[config.mk]
export PLATFORM = sky130hd
export DESIGN_NAME = prio_intc
export DESIGN_NICKNAME = d
export VERILOG_FILES = /design/src/rtl/pic_pkg.sv /design/src/rtl/pic_regfile.sv /design/src/rtl/pic_arbiter.sv /design/src/rtl/prio_intc.sv
export SDC_FILE = /design/constraint.sdc
export NUM_CORES = 1
export LEC_CHECK = 0
export BUFFER_PORTS_ARGS = -buffer_cell sky130_fd_sc_hd__buf_2
export CORE_ASPECT_RATIO = 0.6
export CORE_UTILIZATION = 45
export CTS_CLUSTER_SIZE = 40
export DETAILED_ROUTE_END_ITERATION = 6
export GPL_TIMING_DRIVEN = 0
export PLACE_DENSITY = 0.67
export SYNTH_ARGS = -nofsm -noshare
export SYNTH_HDL_FRONTEND = slang
export SYNTH_SLANG_ARGS = --single-unit
[constraint.sdc]
create_clock -name clk -period 21.7 [get_ports clk]
set_input_delay 2.17 -clock clk [delete_from_list [all_inputs] [get_ports clk]]
set_output_delay 2.17 -clock clk [all_outputs]
set_load 0.02 [all_outputs]
[src/rtl/pic_pkg.sv]
package pic_pkg;
    localparam int FIELD_W = 4;
    localparam int CODE_W  = 12;
    localparam int WORD_W  = 16;
    localparam int FIELDS_PER_WORD = WORD_W / FIELD_W;

    typedef enum logic [0:0] {
        ST_IDLE = 1'b0,
        ST_REQ  = 1'b1
    } req_state_e;
endpackage

[src/rtl/pic_regfile.sv]
module pic_regfile
    import pic_pkg::*;
#(
    parameter int NUM_PREG      = 2,
    parameter int NUM_SRC       = 8,
    parameter int ADDR_W        = 3,
    parameter int MASK_SET_ADDR = 4,
    parameter int MASK_CLR_ADDR = 5
) (
    input  logic                       clk,
    input  logic                       rst_n,
    input  logic                       wr_en,
    input  logic [ADDR_W-1:0]          wr_addr,
    input  logic [31:0]                wr_data,
    output logic [NUM_PREG*WORD_W-1:0] prio_flat,
    output logic [NUM_SRC-1:0]         mask_q
);
    localparam logic [ADDR_W-1:0] SET_A = ADDR_W'(MASK_SET_ADDR);
    localparam logic [ADDR_W-1:0] CLR_A = ADDR_W'(MASK_CLR_ADDR);

    for (genvar r = 0; r < NUM_PREG; r++) begin : g_word
        localparam logic [ADDR_W-1:0] WORD_A = ADDR_W'(r);
        always_ff @(posedge clk or negedge rst_n) begin
            if (!rst_n) begin
                prio_flat[r*WORD_W +: WORD_W] <= '0;
            end else if (wr_en && wr_addr == WORD_A) begin
                prio_flat[r*WORD_W +: WORD_W] <= wr_data[WORD_W-1:0];
            end
        end
    end

    always_ff @(posedge clk or negedge rst_n) begin
        if (!rst_n) begin
            mask_q <= '0;
        end else if (wr_en && wr_addr == SET_A) begin
            mask_q <= mask_q | wr_data[NUM_SRC-1:0];
        end else if (wr_en && wr_addr == CLR_A) begin
            mask_q <= mask_q & ~wr_data[NUM_SRC-1:0];
        end
    end
endmodule

[src/rtl/pic_arbiter.sv]
module pic_arbiter
    import pic_pkg::*;
#(
    parameter int                       NUM_PREG  = 2,
    parameter int                       NUM_SRC   = 8,
    parameter logic [NUM_SRC*4-1:0]     SRC_FIELD = 32'h5433_2210,
    localparam int                      IDX_W     = (NUM_SRC > 1) ? $clog2(NUM_SRC) : 1
) (
    input  logic [NUM_SRC-1:0]          src_lvl,
    input  logic [NUM_SRC-1:0]          mask_q,
    input  logic [NUM_PREG*WORD_W-1:0]  prio_flat,
    output logic                        win_valid,
    output logic [FIELD_W-1:0]          win_lvl,
    output logic [IDX_W-1:0]            win_idx
);
    logic [FIELD_W-1:0] src_prio [NUM_SRC];

    for (genvar i = 0; i < NUM_SRC; i++) begin : g_src
        localparam int FLD = int'(SRC_FIELD[i*4 +: 4]);
        assign src_prio[i] = prio_flat[FLD*FIELD_W +: FIELD_W];
    end

    // Scan from the top index down so that a tie lands on the lower index.
    always_comb begin
        win_valid = 1'b0;
        win_lvl   = '0;
        win_idx   = '0;
        for (int i = NUM_SRC - 1; i >= 0; i--) begin
            if (src_lvl[i] && !mask_q[i] && src_prio[i] != '0 &&
                src_prio[i] >= win_lvl) begin
                win_valid = 1'b1;
                win_lvl   = src_prio[i];
                win_idx   = IDX_W'(i);
            end
        end
    end
endmodule

[src/rtl/prio_intc.sv]
module prio_intc
    import pic_pkg::*;
#(
    parameter int                   NUM_PREG      = 2,
    parameter int                   NUM_SRC       = 8,
    parameter int                   ADDR_W        = 3,
    parameter int                   MASK_SET_ADDR = 4,
    parameter int                   MASK_CLR_ADDR = 5,
    parameter int                   EVT_BASE      = 'h400,
    parameter int                   EVT_STEP      = 'h20,
    parameter logic [NUM_SRC*4-1:0] SRC_FIELD     = 32'h5433_2210
) (
    input  logic              clk,
    input  logic              rst_n,
    input  logic              wr_en,
    input  logic [2:0]        wr_addr,
    input  logic [31:0]       wr_data,
    input  logic [7:0]        src_lvl,
    output logic              irq_req,
    output logic [3:0]        irq_level,
    output logic [11:0]       irq_code
);
    localparam int IDX_W = (NUM_SRC > 1) ? $clog2(NUM_SRC) : 1;

    logic [NUM_PREG*WORD_W-1:0] prio_flat;
    logic [NUM_SRC-1:0]         mask_w;
    logic                       win_valid;
    logic [FIELD_W-1:0]         win_lvl;
    logic [IDX_W-1:0]           win_idx;
    logic [CODE_W-1:0]          win_code;
    req_state_e                 state_q, state_d;

    pic_regfile #(
        .NUM_PREG(NUM_PREG), .NUM_SRC(NUM_SRC), .ADDR_W(ADDR_W),
        .MASK_SET_ADDR(MASK_SET_ADDR), .MASK_CLR_ADDR(MASK_CLR_ADDR)
    ) regs_i (
        .clk(clk), .rst_n(rst_n), .wr_en(wr_en), .wr_addr(wr_addr),
        .wr_data(wr_data), .prio_flat(prio_flat), .mask_q(mask_w)
    );

    pic_arbiter #(
        .NUM_PREG(NUM_PREG), .NUM_SRC(NUM_SRC), .SRC_FIELD(SRC_FIELD)
    ) arb_i (
        .src_lvl(src_lvl), .mask_q(mask_w), .prio_flat(prio_flat),
        .win_valid(win_valid), .win_lvl(win_lvl), .win_idx(win_idx)
    );

    assign win_code = CODE_W'(EVT_BASE + EVT_STEP * int'(win_idx));

    // Next-state logic: T_RAISE / T_DROP
    always_comb begin
        state_d = state_q;
        unique case (state_q)
            ST_IDLE: if (win_valid)  state_d = ST_REQ;
            ST_REQ:  if (!win_valid) state_d = ST_IDLE;
            default: state_d = ST_IDLE;
        endcase
    end

    always_ff @(posedge clk or negedge rst_n) begin
        if (!rst_n) state_q <= ST_IDLE;
        else        state_q <= state_d;
    end

    // Registered outputs
    always_ff @(posedge clk or negedge rst_n) begin
        if (!rst_n) begin
            irq_level <= '0;
            irq_code  <= '0;
        end else if (state_d == ST_REQ) begin
            irq_level <= win_lvl;
            irq_code  <= win_code;
        end else begin
            irq_level <= '0;
            irq_code  <= '0;
        end
    end

    assign irq_req = (state_q == ST_REQ);
endmodule

# [After elaboration in Yosys (flattened, before gate mapping)]
# Cells that the tools add are included.
[word_totals] elab_cells=94 register_bits=49
[op_classes] n_eq_ne=3 n_mux=29 magnitude_cmp=8 add_sub_neg=1 n_bitwise=3 n_reduce_logical=44
[ops] operator="4-bit two-way mux" n=9
[ops] operator="4-bit >= comparator" n=7
[ops] operator="1-bit logical AND" n=28
[ops] operator="3-bit two-way mux" n=8
[ops] operator="4-bit nonzero test" n=6
[ops] operator="8-bit two-way mux" n=2
[ops] operator="11-bit by 8-bit adder with 12-bit output, first input constant" n=1
[ops] operator="12-bit two-way mux" n=1
[ops] operator="1-bit two-way mux" n=9
[ops] operator="8-bit AND" n=1
[ops] operator="1-bit zero test" n=8
[ops] operator="8-bit inverter" n=1
[ops] operator="8-bit OR" n=1
[ops] operator="3-bit == test, second input constant" n=2
[ops] operator="4-bit by 1-bit >= comparator with 1-bit output, second input constant" n=1
[ops] operator="3-bit by 1-bit == test with 1-bit output, second input constant" n=1
[ops] operator="3-bit zero test" n=1
[ops] operator="2-bit nonzero test" n=1

# [Logic depth before layout (Yosys ltp)]
[logic_depth] word_depth=28 mapped_depth=57 ltp_nobuf=55

# [Cells and area by module]
# A second synthesis with hierarchy kept.
[unflattened] cells_unflattened=310 hier_area_um2=3413.3
[by_module_without_submodules] module="pic_regfile" instances=1 seq_area_each_um2=1001.0 area_each_um2=1711.6 cells_each=104
[by_module_without_submodules] module="pic_arbiter" instances=1 seq_area_each_um2=0.0 area_each_um2=1386.3 cells_each=181
[by_module_without_submodules] module="prio_intc" instances=1 seq_area_each_um2=200.2 area_each_um2=315.3 cells_each=25

# [Worst setup path after synthesis]
# No wires, ideal clock.
[synth_path] path_type="input to register" startpoint="input src_lvl[7]" endpoint="register irq_level[1]" setup_time_ps=127 arrival_time_ps=11884 setup_slack_ps=9690 cell_stages=54 path_buffers=2 required_ps=21573 path_cell_list="nor2b_1 nand2_1 ha_1 o211ai_1 o21ai_2 nand3_1 nand2_1 o21ai_0 ha_1 nand2b_1 nor2_1 o31ai_1 o211ai_1 nand2b_1 mux2i_1 ha_1 and4bb_2 a21boi_0 [... 18 more ...] ha_1 a21o_1 a21o_1 a21oi_1 or4b_2 clkbuf_1 inv_1 nand2_1 o21a_1 ha_1 a21o_1 a21o_1 a21oi_1 nor4b_1 clkbuf_1 nor2_1 a22oi_1 o21ai_1"
[synth_between] elab_chain_cells=27 elab_cells_between_ends=35
[synth_lines] item="start: declaration" line="prio_intc.sv:18" text="input logic [7:0] src_lvl,"
[synth_lines] item="1-bit logical AND * (3 in a row)" line="pic_arbiter.sv:29" text="if (src_lvl[i] && !mask_q[i] && src_prio[i] != '0 &&"
[synth_lines] item="4-bit two-way mux" line="pic_arbiter.sv:29"
[synth_lines] item="4-bit >= comparator" line="pic_arbiter.sv:30" text="src_prio[i] >= win_lvl) begin"
[synth_lines] item="1-bit logical AND" line="pic_arbiter.sv:29"
[synth_lines] item="4-bit two-way mux" line="pic_arbiter.sv:29"
[synth_lines] item="4-bit >= comparator" line="pic_arbiter.sv:30"
[synth_lines] item="1-bit logical AND" line="pic_arbiter.sv:29"
[synth_lines] item="4-bit two-way mux" line="pic_arbiter.sv:29"
[synth_lines] item="[... 9 more ...]"
[synth_lines] item="4-bit >= comparator" line="pic_arbiter.sv:30"
[synth_lines] item="1-bit logical AND" line="pic_arbiter.sv:29"
[synth_lines] item="4-bit two-way mux" line="pic_arbiter.sv:29"
[synth_lines] item="4-bit >= comparator" line="pic_arbiter.sv:30"
[synth_lines] item="1-bit logical AND" line="pic_arbiter.sv:29"
[synth_lines] item="1-bit two-way mux" line="pic_arbiter.sv:29"
[synth_lines] item="1-bit two-way mux" line="prio_intc.sv:54, prio_intc.sv:55"
[synth_lines] item="4-bit two-way mux *" line="prio_intc.sv:70" text="end else if (state_d == ST_REQ) begin"
[synth_lines] item="end signal: assignment" line="prio_intc.sv:71" text="irq_level <= win_lvl;"
[synth_lines] item="end: declaration" line="prio_intc.sv:20" text="output logic [3:0] irq_level,"
# Every way passes the cells marked *; elsewhere a longest branch is shown, timed or not.
# A chain may end at the register's enable or synchronous reset.

# [Worst setup path in the final report]
# Same ends and word-level chain as after synthesis.

==> impl_summary.md <==
Clocking
CTS saw 40 sinks. The H-tree generated during clock tree synthesis spans 2 levels. The clock passes through at most 2 buffers. Post-CTS timing repair inserted 0 buffers for setup. The clock transition at the register clock pins on the worst setup and hold paths after CTS is approximately 90 ps. The number of buffers created by CTS is 5. The number of buffers inserted for hold repair after clock tree synthesis is 0.

The buffer type at the clock tree root is sky130_fd_sc_hd__clkbuf_8. Gates resized during post-CTS repair numbered 0. The clock reaches the later pin of the worst-skew pair after 310 ps. The CTS tree is done.

Cells and area
The final net count is roughly 420. Leaving out fill and tap cells, the most frequent cells in the layout are 40 x sky130_fd_sc_hd__dfrtp_1, 37 x sky130_fd_sc_hd__buf_2, 28 x sky130_fd_sc_hd__nand2_1, 21 x sky130_fd_sc_hd__ha_1. The repair_antennas step left the layout with diodes totalling 0. The cell area after layout is 3250 µm². The fraction of final layout cells with drive strength greater than 1 is approximately a quarter. The area growth from synthesis to layout is 15.1%. The most common cell after layout, fill and taps aside is sky130_fd_sc_hd__dfrtp_1. Counting the fill cells in the layout gives around 530.

Synthesis
The synthesized design contains 0 enable-type register cells. For this run, asynchronously set or reset flops after synthesis account for 100%. Averaged over all synthesized cells, the footprint is about 9.4 µm².

The gate count after technology mapping is 299. Synthesis instantiated 60 different standard cells from the library. The yosys synthesis warning count is 0. The most used flip-flop cell after synthesis is sky130_fd_sc_hd__dfrtp_1. The post-synthesis cell area is approximately 2800 µm².

The share of the Yosys chip area taken by registers is between 30 and 40%. The post-synthesis sequential element count is 40.

Setup path
Data on the critical path arrives at its endpoint at roughly 14,000 ps. The largest single stage delay on the critical path is 510 ps. STA classifies the critical path endpoint as a register.

The startpoint-to-endpoint class of the critical path is in2reg. STA puts the critical path data required time at around 22,000 ps. The dominant cell type by count on the critical path is sky130_fd_sc_hd__ha_1. In this run the worst path has a maximum fanout of 10. The largest individual stage delay along the critical path comes from the cell sky130_fd_sc_hd__nor4b_1. The number of cells on the worst reg-to-reg path is between 50 and 60. The category of the worst setup path launch point is an input pin.

Power and ir drop
The static leakage power is roughly 1.5 nW. The worst-case IR drop observed on VDD is roughly 0.000042 V. The power per standard cell area is between 100 and 150 nW/µm².

GRT
The global-route wire length before repair is between 10 and 15 mm. The total global-route track usage is a little under a quarter. The number of antenna violations at the first check in global routing is 0. The number of global-route vias before repair is between 2,000 and 2,500. The total overflow left after global routing is 0.

Entering global routing, the biggest net connects 41 pins.

Die
The region available for standard cell placement spans between 5000 and 6000 µm². The number of primary I/O pins is 63. The floorplan step set the die width to roughly 100 µm. The floorplan die area is roughly 6600 µm².

The number of cell rows is 21. For this configuration, the core starts out at a cell density of between 40% and 50%. The overall die height is around 63 µm.

Job
The count of maximum capacitance violations is 0.

STA
The worst hold margin is approximately 540 ps. At the pin with the least slew margin, the transition time is 1210 ps. The number of pins with negative max-slew slack in the final report came to 0. The final worst clock skew is 8.48 ps. Setup violations remaining at the end of the flow were counted as 0. The routed design could run at a clock period as short as between 10,000 and 15,000 ps.

The aggregate negative setup slack is 0 ps. The worst pin sits at a relative slew slack of approximately 18%. Based on the critical path, the design can be clocked at up to 73.1 MHz.

Setup repair after global routing left no endpoint under its margin. The number of hold violations in the final report is 0. In the finished design, the share of the clock period the worst path needs comes to around 63%.

Place
Buffers placed on the I/O ports in this run total 37. The congestion estimate from routability-driven global placement came to between 0.8 and 0.9. The wire-length estimate of the detail-placed layout is roughly 5.4 mm. The cell area after placement is 3130 µm².

Status
The flow ran to the end, and the final reports show no timing, DRC or antenna violations.

Route
For this block, the routed nets add up to ~7.0 mm of wire. The count of nets left with antenna violations once routing finished came out at 0. The average detailed-routed wire length per instance is between 15 and 20 µm. In the routed design, unresolved DRC markers number 0. The number of search-and-repair iterations in the first detailed-routing pass is 5. The total via count after detailed routing is ~2,500.

The via count normalized by instance count is approximately 5.7. After the first detailed-routing iteration, the DRC count stood at approximately 170.

Min path
The min-delay analysis places its worst path in the category reg2reg. Counting instances, the worst hold path has a depth of 2.
final timing paths:
path / from / to / slack (ps)
setup / recovery: src_lvl[7] / irq_level[1] / 8020
hold / removal: regs_i.prio_flat[0] / irq_level[0] / 540
setup reg to reg: register / irq_level[1] / 9590
hold reg to reg: regs_i.prio_flat[0] / irq_level[0] / 540
max in group asynchronous: rst_n / regs_i.prio_flat[15] / 19160
min in group asynchronous: rst_n / regs_i.prio_flat[14] / 1960
worst max-delay path: cells and delay by family:
kind | cells | cell delay [ps]
multiplexers | 4 | 1380
AO/OA/AOI/OAI | 23 | 4340
adder cells (fa/ha/maj) | 7 | 1990
buffers and inverters | 5 | 1060
AND/OR/NAND/NOR | 17 | 2930
kinds of logic (layout without fill, tap and decap cells):
kind of cell / after synthesis / after routing / share of synthesized area [%]
AO/OA/AOI/OAI: 96 / 96 / 23.8
buffers and inverters: 37 / 82 / 6.25
other: 1 / 8 / 0.133
adder cells (fa/ha/maj): 21 / 21 / 9.31
AND/OR/NAND/NOR: 81 / 81 / 15.9
flip-flops: 40 / 40 / 35.5
multiplexers: 23 / 23 / 9.09
synth_stat cells (5+ instances only):
library cell               count  area, µm²
sky130_fd_sc_hd__dfrtp_1      40       1000
sky130_fd_sc_hd__nand2_1      28        105
sky130_fd_sc_hd__ha_1         21        263
sky130_fd_sc_hd__inv_1        19       71.3
sky130_fd_sc_hd__o21ai_0      19       95.1
sky130_fd_sc_hd__a21oi_1      18       90.1
sky130_fd_sc_hd__mux2_2       18        203
sky130_fd_sc_hd__nor2_1       15       56.3
sky130_fd_sc_hd__a31oi_1      10       62.6
sky130_fd_sc_hd__buf_4        10       75.1
sky130_fd_sc_hd__clkbuf_1      8       30.0
sky130_fd_sc_hd__nand2b_1      7       43.8
sky130_fd_sc_hd__a21o_1        6       45.0
sky130_fd_sc_hd__o21a_1        5       37.5
routing by layer:
layer  track usage, %  up-vias  share of wire [%]
met2             29.2       84                 38
met3             5.49        7                6.9
met1             36.3     1164                 55
met4             5.36        0               0.80
li1                 -     1202                  -
met5                0        -                  0
metrics by stage:
stage | setup slack (ps) | power, mW | util, % | std cells
after floorplan | 9690 | 0.241 | - | 306
after global placement | 7990 | 0.283 | 54.0 | 423
after detailed placement | 7950 | 0.286 | 54.0 | 423
after CTS | 8220 | 0.351 | 56.0 | 431
after global routing | 7030 | 0.380 | 56.0 | 431
final | 8020 | 0.353 | 56.0 | 431
cell type report:
| cell class | count | area, µm² | share of cell area, % |
|---|---|---|---|
| Clock buffer | 5 | 68.8 | 2.12 |
| Tap cell | 80 | 100 | 3.08 |
| Sequential cell | 40 | 1000 | 30.8 |
| Inverter | 19 | 71.3 | 2.19 |
| Multi-Input combinational cell | 229 | 1670 | 51.4 |
| Timing Repair Buffer | 37 | 185 | 5.70 |
| Clock inverter | 3 | 46.3 | 1.42 |
| Buffer | 18 | 105 | 3.23 |
power by group:
| group | leakage (nW) | switching [mW] | total (mW) | internal (mW) |
|---|---|---|---|---|
| Sequential | 0.478 | 0.0170 | 0.111 | 0.0938 |
| Clock | 0.0548 | 0.0300 | 0.0646 | 0.0347 |
| Combinational | 0.936 | 0.100 | 0.178 | 0.0774 |
(Power assumes the default switching activity.)
